## config.mk

```make
export PLATFORM = sky130hd
export DESIGN_NAME = xreg_responder
export DESIGN_NICKNAME = d
export VERILOG_FILES = /design/src/rtl/xreg_pkg.sv /design/src/rtl/xreg_field.sv /design/src/rtl/xreg_lane_engine.sv /design/src/rtl/xreg_responder.sv
export SDC_FILE = /design/constraint.sdc
export NUM_CORES = 1
export LEC_CHECK = 0
export ABC_AREA = 1
export BUFFER_PORTS_ARGS = -buffer_cell sky130_fd_sc_hd__buf_2
export CORE_AREA = 5 5 220 222
export DETAILED_ROUTE_END_ITERATION = 10
export DIE_AREA = 0 0 225 227
export SYNTH_ARGS = -nofsm -noshare
export SYNTH_HDL_FRONTEND = slang
export SYNTH_HIERARCHICAL = 1
export SYNTH_SLANG_ARGS = --single-unit
export TNS_END_PERCENT = 5
```

## constraint.sdc

```tcl
create_clock -name clk -period 2 [get_ports clk]
set_input_delay 0 -clock clk [delete_from_list [all_inputs] [get_ports clk]]
set_output_delay 0 -clock clk [all_outputs]
set_load 0.05 [all_outputs]
```

## src/rtl/xreg_pkg.sv

```systemverilog
package xreg_pkg;

  // Access source, in service priority order
  typedef enum logic [1:0] {
    SRC_MAIN_WR = 2'd0,
    SRC_MAIN_RD = 2'd1,
    SRC_ALS_WR  = 2'd2,
    SRC_ALS_RD  = 2'd3
  } xreg_src_e;

  typedef enum logic [1:0] {
    ST_IDLE = 2'd0,
    ST_WAIT = 2'd1,
    ST_ACK  = 2'd2
  } xreg_state_e;

endpackage

```

## src/rtl/xreg_field.sv

```systemverilog
module xreg_field #(
  parameter int FIELD_W = 16
) (
  input  logic               clk,
  input  logic               rst,
  input  logic               we,
  input  logic [FIELD_W-1:0] wdata,
  input  logic [FIELD_W-1:0] wmask,
  output logic [FIELD_W-1:0] q
);

  always_ff @(posedge clk) begin
    if (rst) begin
      q <= '0;
    end else if (we) begin
      q <= (q & ~wmask) | (wdata & wmask);
    end
  end


  masked_bits_keep_chk: assert property (@(posedge clk) disable iff (rst)
    we |=> (((q ^ $past(q)) & ~$past(wmask)) == '0));


  no_write_stable_chk: assert property (@(posedge clk) disable iff (rst)
    !we |=> $stable(q));

endmodule

```

## src/rtl/xreg_lane_engine.sv

```systemverilog
module xreg_lane_engine
  import xreg_pkg::*;
#(
  parameter int LAT_W = 2
) (
  input  logic             clk,
  input  logic             rst,
  input  logic [LAT_W-1:0] lat_i,
  input  logic             err_en_i,
  input  logic             mw_lo_i,
  input  logic             mw_hi_i,
  input  logic             mr_lo_i,
  input  logic             mr_hi_i,
  input  logic             aw_i,
  input  logic             ar_i,
  output logic             lo_wr_ack_o,
  output logic             hi_wr_ack_o,
  output logic             lo_rd_ack_o,
  output logic             hi_rd_ack_o,
  output logic             lo_wr_err_o,
  output logic             hi_wr_err_o,
  output logic             lo_rd_err_o,
  output logic             hi_rd_err_o,
  output logic             wr_lo_o,
  output logic             wr_hi_o,
  output logic             alias_sel_o
);

  localparam logic [LAT_W-1:0] LAT_ONE = {{(LAT_W-1){1'b0}}, 1'b1};

  xreg_state_e      st_q;
  xreg_src_e        src_q, pick_src, src_now;
  logic             lop_q, hip_q, ack_q, err_q;
  logic [LAT_W-1:0] cnt_q;
  logic             pick_vld, pick_lo, pick_hi;
  logic             lo_now, hi_now, active, enter_ack, is_wr, is_rd;

  // Priority pick among pending requests
  always_comb begin
    pick_vld = 1'b1;
    pick_src = SRC_MAIN_WR;
    pick_lo  = mw_lo_i;
    pick_hi  = mw_hi_i;
    if (mw_lo_i || mw_hi_i) begin
      pick_src = SRC_MAIN_WR;
    end else if (mr_lo_i || mr_hi_i) begin
      pick_src = SRC_MAIN_RD;
      pick_lo  = mr_lo_i;
      pick_hi  = mr_hi_i;
    end else if (aw_i) begin
      pick_src = SRC_ALS_WR;
      pick_lo  = 1'b1;
      pick_hi  = 1'b1;
    end else if (ar_i) begin
      pick_src = SRC_ALS_RD;
      pick_lo  = 1'b1;
      pick_hi  = 1'b1;
    end else begin
      pick_vld = 1'b0;
    end
  end

  // Is the request of the access in service still held
  always_comb begin
    case (src_q)
      SRC_MAIN_WR: active = mw_lo_i || mw_hi_i;
      SRC_MAIN_RD: active = mr_lo_i || mr_hi_i;
      SRC_ALS_WR:  active = aw_i;
      default:     active = ar_i;
    endcase
  end

  assign src_now   = (st_q == ST_IDLE) ? pick_src : src_q;
  assign lo_now    = (st_q == ST_IDLE) ? pick_lo  : lop_q;
  assign hi_now    = (st_q == ST_IDLE) ? pick_hi  : hip_q;
  assign enter_ack = ((st_q == ST_IDLE) && pick_vld && (lat_i == '0)) ||
                     ((st_q == ST_WAIT) && active && (cnt_q == '0));

  always_ff @(posedge clk) begin
    if (rst) begin
      st_q  <= ST_IDLE;
      src_q <= SRC_MAIN_WR;
      lop_q <= 1'b0;
      hip_q <= 1'b0;
      ack_q <= 1'b0;
      err_q <= 1'b0;
      cnt_q <= '0;
    end else begin
      case (st_q)
        ST_IDLE: begin
          if (pick_vld) begin
            src_q <= pick_src;
            lop_q <= pick_lo;
            hip_q <= pick_hi;
            if (lat_i == '0) begin
              st_q  <= ST_ACK;
              ack_q <= 1'b1;
              err_q <= err_en_i;
            end else begin
              st_q  <= ST_WAIT;
              cnt_q <= lat_i - LAT_ONE;
            end
          end
        end
        ST_WAIT: begin
          if (!active) begin
            st_q <= ST_IDLE;
          end else if (cnt_q == '0) begin
            st_q  <= ST_ACK;
            ack_q <= 1'b1;
            err_q <= err_en_i;
          end else begin
            cnt_q <= cnt_q - LAT_ONE;
          end
        end
        ST_ACK: begin
          if (!active) begin
            st_q  <= ST_IDLE;
            ack_q <= 1'b0;
            err_q <= 1'b0;
          end
        end
        default: st_q <= ST_IDLE;
      endcase
    end
  end

  assign is_wr = (src_q == SRC_MAIN_WR) || (src_q == SRC_ALS_WR);
  assign is_rd = !is_wr;

  assign lo_wr_ack_o = ack_q && is_wr && (lop_q || (src_q == SRC_ALS_WR));
  assign hi_wr_ack_o = ack_q && is_wr && (hip_q || (src_q == SRC_ALS_WR));
  assign lo_rd_ack_o = ack_q && is_rd && (lop_q || (src_q == SRC_ALS_RD));
  assign hi_rd_ack_o = ack_q && is_rd && (hip_q || (src_q == SRC_ALS_RD));
  assign lo_wr_err_o = err_q && lo_wr_ack_o;
  assign hi_wr_err_o = err_q && hi_wr_ack_o;
  assign lo_rd_err_o = err_q && lo_rd_ack_o;
  assign hi_rd_err_o = err_q && hi_rd_ack_o;

  // Field write strobes for the edge that raises acknowledge
  assign wr_lo_o     = enter_ack && !err_en_i &&
                       (((src_now == SRC_MAIN_WR) && lo_now) || (src_now == SRC_ALS_WR));
  assign wr_hi_o     = enter_ack && !err_en_i && (src_now == SRC_MAIN_WR) && hi_now;
  assign alias_sel_o = (src_now == SRC_ALS_WR);


  ack_hold_chk: assert property (@(posedge clk) disable iff (rst)
    (ack_q && active) |=> ack_q);


  ack_release_chk: assert property (@(posedge clk) disable iff (rst)
    (ack_q && !active) |=> (!ack_q && !err_q));


  err_with_ack_chk: assert property (@(posedge clk) disable iff (rst)
    err_q |-> ack_q);


  one_access_chk: assert property (@(posedge clk) disable iff (rst)
    $onehot0({lo_wr_ack_o || hi_wr_ack_o, lo_rd_ack_o || hi_rd_ack_o}));


  abort_no_ack_chk: assert property (@(posedge clk) disable iff (rst)
    ((st_q == ST_WAIT) && !active) |=> !ack_q);

endmodule

```

## src/rtl/xreg_responder.sv

```systemverilog
module xreg_responder #(
  parameter int NUM_INST = 4,
  parameter int FIELD_W  = 16,
  parameter int LAT_W    = 2
) (
  input  logic                        clk,
  input  logic                        rst,
  input  logic [LAT_W-1:0]            lat_cfg,
  input  logic [NUM_INST-1:0]         err_en,
  input  logic [NUM_INST-1:0]         mlo_wr_req,
  input  logic [NUM_INST-1:0]         mlo_rd_req,
  input  logic [NUM_INST*FIELD_W-1:0] mlo_wdata,
  input  logic [NUM_INST*FIELD_W-1:0] mlo_wmask,
  input  logic [NUM_INST-1:0]         mhi_wr_req,
  input  logic [NUM_INST-1:0]         mhi_rd_req,
  input  logic [NUM_INST*FIELD_W-1:0] mhi_wdata,
  input  logic [NUM_INST*FIELD_W-1:0] mhi_wmask,
  input  logic [NUM_INST-1:0]         als_wr_req,
  input  logic [NUM_INST-1:0]         als_rd_req,
  input  logic [NUM_INST*FIELD_W-1:0] als_wdata,
  input  logic [NUM_INST*FIELD_W-1:0] als_wmask,
  output logic [NUM_INST-1:0]         lo_wr_ack,
  output logic [NUM_INST-1:0]         lo_rd_ack,
  output logic [NUM_INST-1:0]         lo_wr_err,
  output logic [NUM_INST-1:0]         lo_rd_err,
  output logic [NUM_INST*FIELD_W-1:0] lo_rdata,
  output logic [NUM_INST-1:0]         hi_wr_ack,
  output logic [NUM_INST-1:0]         hi_rd_ack,
  output logic [NUM_INST-1:0]         hi_wr_err,
  output logic [NUM_INST-1:0]         hi_rd_err,
  output logic [NUM_INST*FIELD_W-1:0] hi_rdata
);

  for (genvar gi = 0; gi < NUM_INST; gi++) begin : g_inst
    localparam int LSB = gi * FIELD_W;

    logic               wr_lo, wr_hi, alias_sel;
    logic [FIELD_W-1:0] lo_d, lo_m;

    xreg_lane_engine #(.LAT_W(LAT_W)) u_engine (
      .clk         (clk),
      .rst         (rst),
      .lat_i       (lat_cfg),
      .err_en_i    (err_en[gi]),
      .mw_lo_i     (mlo_wr_req[gi]),
      .mw_hi_i     (mhi_wr_req[gi]),
      .mr_lo_i     (mlo_rd_req[gi]),
      .mr_hi_i     (mhi_rd_req[gi]),
      .aw_i        (als_wr_req[gi]),
      .ar_i        (als_rd_req[gi]),
      .lo_wr_ack_o (lo_wr_ack[gi]),
      .hi_wr_ack_o (hi_wr_ack[gi]),
      .lo_rd_ack_o (lo_rd_ack[gi]),
      .hi_rd_ack_o (hi_rd_ack[gi]),
      .lo_wr_err_o (lo_wr_err[gi]),
      .hi_wr_err_o (hi_wr_err[gi]),
      .lo_rd_err_o (lo_rd_err[gi]),
      .hi_rd_err_o (hi_rd_err[gi]),
      .wr_lo_o     (wr_lo),
      .wr_hi_o     (wr_hi),
      .alias_sel_o (alias_sel)
    );

    // Low field takes data from either the main or the alias view
    assign lo_d = alias_sel ? als_wdata[LSB +: FIELD_W] : mlo_wdata[LSB +: FIELD_W];
    assign lo_m = alias_sel ? als_wmask[LSB +: FIELD_W] : mlo_wmask[LSB +: FIELD_W];

    xreg_field #(.FIELD_W(FIELD_W)) u_lo (
      .clk   (clk),
      .rst   (rst),
      .we    (wr_lo),
      .wdata (lo_d),
      .wmask (lo_m),
      .q     (lo_rdata[LSB +: FIELD_W])
    );

    xreg_field #(.FIELD_W(FIELD_W)) u_hi (
      .clk   (clk),
      .rst   (rst),
      .we    (wr_hi),
      .wdata (mhi_wdata[LSB +: FIELD_W]),
      .wmask (mhi_wmask[LSB +: FIELD_W]),
      .q     (hi_rdata[LSB +: FIELD_W])
    );
  end

endmodule

```

Yosys cells after proc, flatten, opt, wreduce, memory -nomap -nowiden
Cells that the tools add are included.
{"block": "op_classes", "addsub": 5, "eq_ne": 56, "mux": 167, "bitwise": 32, "n_reduce_logical": 161}
{"op": "$and A16 B16 Y16", "n": 16}
{"op": "$mux W16", "n": 8}
{"op": "$not A16 Y16", "n": 8}
{"op": "$or A16 B16 Y16", "n": 8}
{"op": "$mux W2", "n": 50}
{"op": "$mux W1", "n": 89}
{"op": "$logic_and A1 B1 Y1", "n": 76}
{"op": "$ne A2 B2 Y1 const B", "n": 20}
{"op": "$logic_or A1 B1 Y1", "n": 36}
{"op": "$pmux W1 S3", "n": 12}
{"op": "$logic_not A2 Y1", "n": 17}
{"op": "$eq A2 B2 Y1 const B", "n": 16}
{"op": "$pmux W2 S3", "n": 4}
{"op": "$reduce_and A6 Y1", "n": 4}
{"op": "$reduce_and A5 Y1", "n": 4}
{"op": "$eq A2 B1 Y1 const B", "n": 8}
{"op": "$ne A2 B1 Y1 const B", "n": 8}
{"op": "$pmux W2 S2", "n": 4}
{"op": "$ne A3 B3 Y1 const B", "n": 4}
{"op": "$reduce_and A3 Y1", "n": 4}
{"op": "$reduce_bool A3 Y1", "n": 4}
{"op": "$sub A2 B1 Y2 const B", "n": 5}
{"op": "$logic_not A1 Y1", "n": 8}
{"op": "$reduce_and A2 Y1", "n": 4}
{"op": "$reduce_bool A2 Y1", "n": 4}
{"block": "word_totals", "ff_bits": 168, "inputBits": 416, "out_inout_bits": 160, "word_cells": 457}

Depth between registers and ports, before layout
{"block": "depth", "word_depth": 10, "depth_mapped": 16}

Modules after synthesis
Netlist, hierarchy kept.
{"mod": "xreg_field", "n_inst": 8, "cells_per_inst": 116, "area_per_inst_um2": 764.5, "seq_area_each_um2": 320.3}
{"mod": "xreg_lane_engine", "n_inst": 4, "cells_per_inst": 134, "area_per_inst_um2": 760.7, "seq_area_each_um2": 200.2}
{"mod": "xreg_responder", "n_inst": 1, "cells_per_inst": 416, "area_per_inst_um2": 2013.2, "seq_area_each_um2": 0.0}

Least setup slack after synthesis
No wires, ideal clock.
{"block": "synth_timing", "kind": "register -> register", "startpoint": "register g_inst[1].u_engine.st_q[1]", "endpoint": "register with a tool-made name", "setup_ps": 113, "arrival_time_ps": 1638, "required_ps": 1887, "setup_slack_ps": 249, "stages_incl_launch_ff": 15, "cell_sequence": "dfxtp_1 -> nor2_2 -> inv_2 -> a21oi_1 -> inv_1 -> nor2_1 -> buf_6 -> inv_8 -> buf_6 -> nand2_1 -> nand2_1 -> nand2_4 -> nand2_1 -> nand2_1 -> nor2_1"}
{"item": "from (decl)", "line": "xreg_lane_engine.sv:31", "source": "xreg_state_e st_q;"}
{"item": "from (signal assigned)", "line": "xreg_lane_engine.sv:81", "source": "st_q <= ST_IDLE;"}
{"item": "from (signal assigned)", "line": "xreg_lane_engine.sv:96", "source": "st_q <= ST_ACK;"}
{"item": "from (signal assigned)", "line": "xreg_lane_engine.sv:100", "source": "st_q <= ST_WAIT;"}

==> results.cfg <==
[logic_synthesis]
synth_top_area_share_pct = 30.1
ys_seq_area_share_pct = 30.1
synth_fp_nets = 2296
syn_inst = 1880
synth_area_per_cell_um2 = 5.94
synth_top_flop_cell = dfxtp_1
ys_async_sr_fraction_pct = 0
synth_warnings = 6
synth_top_area_cell = dfxtp_1
synth_compound_area_share_pct = 4.08
synthDistinctLibCells = 26
synth_adder_area_share_pct = 0
synth_edf_count = 0
synth_simple_gate_area_share_pct = 52.0
synth_xor_xnor_area_share_pct = 0
synth_top_family_by_area = simple AND/OR/NAND/NOR gates
synthMuxAreaShare_pct = 0
ys_seq_elements = 168
synth_area_um2 = 11200
yosys-top-cells-area = dfxtp_1, nand2_1, nor2_1

[floorplan]
coreArea_um2 = 46200
rows = 79
io_pins = 576
die_w_um = 225
start_util_pct = 24.2
die_area_um2 = 51100
die_y_um = 227

[timing]
worstMarginPinSlew_ns = 0.693
tns_ns = 0
finalCritPeriodShare_pct = 99.1
post-route-min-period_ns = 1.98
hold_slack_ns = 0.0414
drv_slew = 0
skew_ns = 0.0135
hold_violations = 0
clock.fmax_ghz = 0.504
setup_ws_ns = 0.0171
max_slew_margin_pct = 53.7
rsz0062_at_grt = true
setup_viol = 0

[routing]
wire_per_inst_um = 14.9
viasPerCell = 4.34
drt_iter0_markers = 740
drtPass1Iterations = 5
ant_nets = 0
wl_mm = 52.5
drc = 0
dr_total_vias = 15300

[clock_network]
cts_tree = done
cts_buffers = 17
h-tree-depth = 4
root_buffer = clkbuf_16
cts_buffer_depth = 2
insertion_delay_ns = 0.48
cts.sinks = 168
clkTransAtPathRegs_ns = 0.07

[pwr]
p_int_mw = 8.33
clockPowerShare_pct = 26.2
p_sw_mw = 5.60
peakVddDrop_mv = 0.495
seqPwrFrac_pct = 29.3
power_mw = 13.9
power.density_nw_per_um2 = 697
power_leakage_nw = 10.8
combPwrFrac_pct = 44.5
switching_share_pct = 40.2

[grt]
grt_overflow = 0
grt_pass1_wl_mm = 76.5
grt_start_max_net_pins = 33
antenna_found_initial = 3
grt_pass1_vias = 15200
grt_use_total_pct = 18.7

[setup_path]
setup.worst_path.start_class = flip-flop
critPathSlowestCell = dfxtp_2
cp.arrival_ns = 2.40
crit_chain = buf_4 > nor2_4 > nand2_2 > o21ai_1 > nand2_2 > nor2_4 > nand3b_4 > nor2_4 > buf_4 > buf_12 > buf_4 > nand2_4 > nand2_1 > nand2_1 > nor2_1
cp-end-kind = flip-flop
cp_max_fo = 8
required_ns = 2.42
critPathKind = reg2reg
cpPeakStageDelay_ns = 0.34

[finish]
fin_util_pct = 43.3
fill_cells = 4391
area.growth.synth_to_final_pct = 78.7
design_area_um2 = 20000
drive_gt1_share_pct = 32.8
layoutNonFillerInstCount = 3530
multi_input_area_um2 = 6490
final_nets = 3321
seqCellArea_um2 = 3400

[flow_run]
drv_cap = 0

[placement]
preCtsSetupSlack_ns = 0.0513
gp_congestion = 0.885
dpl.cell_count = 3049
postPlaceCellArea_um2 = 14600
hpwl_mm = 34.1
io_buffers = 575

[run_status]
status = complete, no violations

[min_path]
hold_path.class = in2reg
[cells in the mapped netlist (13+ instances only)]
master and count:
buf_12 13, nand2_4 16, nand2_1 768, dfxtp_1 168, inv_2 16, nand2_2 152
inv_1 200, a21oi_1 48, nand4_1 16, buf_6 20, o21ai_0 24, nor2_1 344
nor3_1 16
[cell usage in the layout, fill, tap and decap left out, drive strengths merged, types with 16 or more instances in the layout]
master       count
nand2          936
buf            637
dlygate4sd3    418
nor2           364
inv            223
dfxtp          168
a21oi           52
o21ai           24
clkbuf          20
nor3            16
nand4           16
[power groups by stage]
stage                     combinational (mW)  sequential, mW  clock, mW
after floorplan                         2.68            4.95          0
after global placement                  4.96            4.12          0
after detailed placement                4.96            4.12          0
after CTS                               5.64            4.05       3.79
after global routing                    6.73            4.14       3.89
final                                   6.20            4.09       3.64
[metal layers]
layer	vias to the layer above	wire (µm)	global-route usage (%)
met4	2	3050	11.4
li1	7633	-	-
met2	779	25700	32.6
met5	-	13	0
met3	207	4080	5.05
met1	6692	19700	20.3
[final timing paths]
kind | from | endpoint | slack, ns | cells after the start
max | g_inst[3].u_engine/st_q[1] | flip-flop | 0.02 | 15
min | lat_cfg[1] | g_inst[2].u_engine/st_q[1] | 0.04 | 6
max reg2reg | g_inst[3].u_engine/st_q[1] | flip-flop | 0.02 | 15
min reg2reg | g_inst[3].u_engine/cnt_q[1] | g_inst[3].u_engine/cnt_q[1] | 0.48 | 2
[cell families (layout without fill, tap and decap cells)]
kind of cell           Yosys count  in the layout
buffers and inverters          272           1310
flip-flops                     168            168
other                            0              5
AND/OR/NAND/NOR               1356           1356
AO/OA/AOI/OAI                   84             84
[area by class of cell]
| class | count | area share [%] |
|---|---|---|
| Antenna cell | 5 | 0.0627 |
| Clock buffer | 17 | 2.13 |
| Clock inverter | 15 | 1.00 |
| Inverter | 220 | 4.29 |
| Multi-Input combinational cell | 1440 | 32.5 |
| Sequential cell | 168 | 17.0 |
| Tap cell | 607 | 3.80 |
| Timing Repair Buffer | 1058 | 39.2 |
[what timing repair did]
item                                    4_1_cts  5_1_grt
setup buffers                                 0       23
hold buffers                                418        0
resized for setup                             0       88
endpoints found under the setup margin        0      129
hold endpoints to repair                    148        0
[worst max-delay path: cells and delay by family (launching register included)]
family,cells,cell delay (ns)
flip-flops,1,0.34
AND/OR/NAND/NOR,10,0.94
AO/OA/AOI/OAI,1,0.11
buffers and inverters,4,0.53
Power figures use the tool's default switching activity.
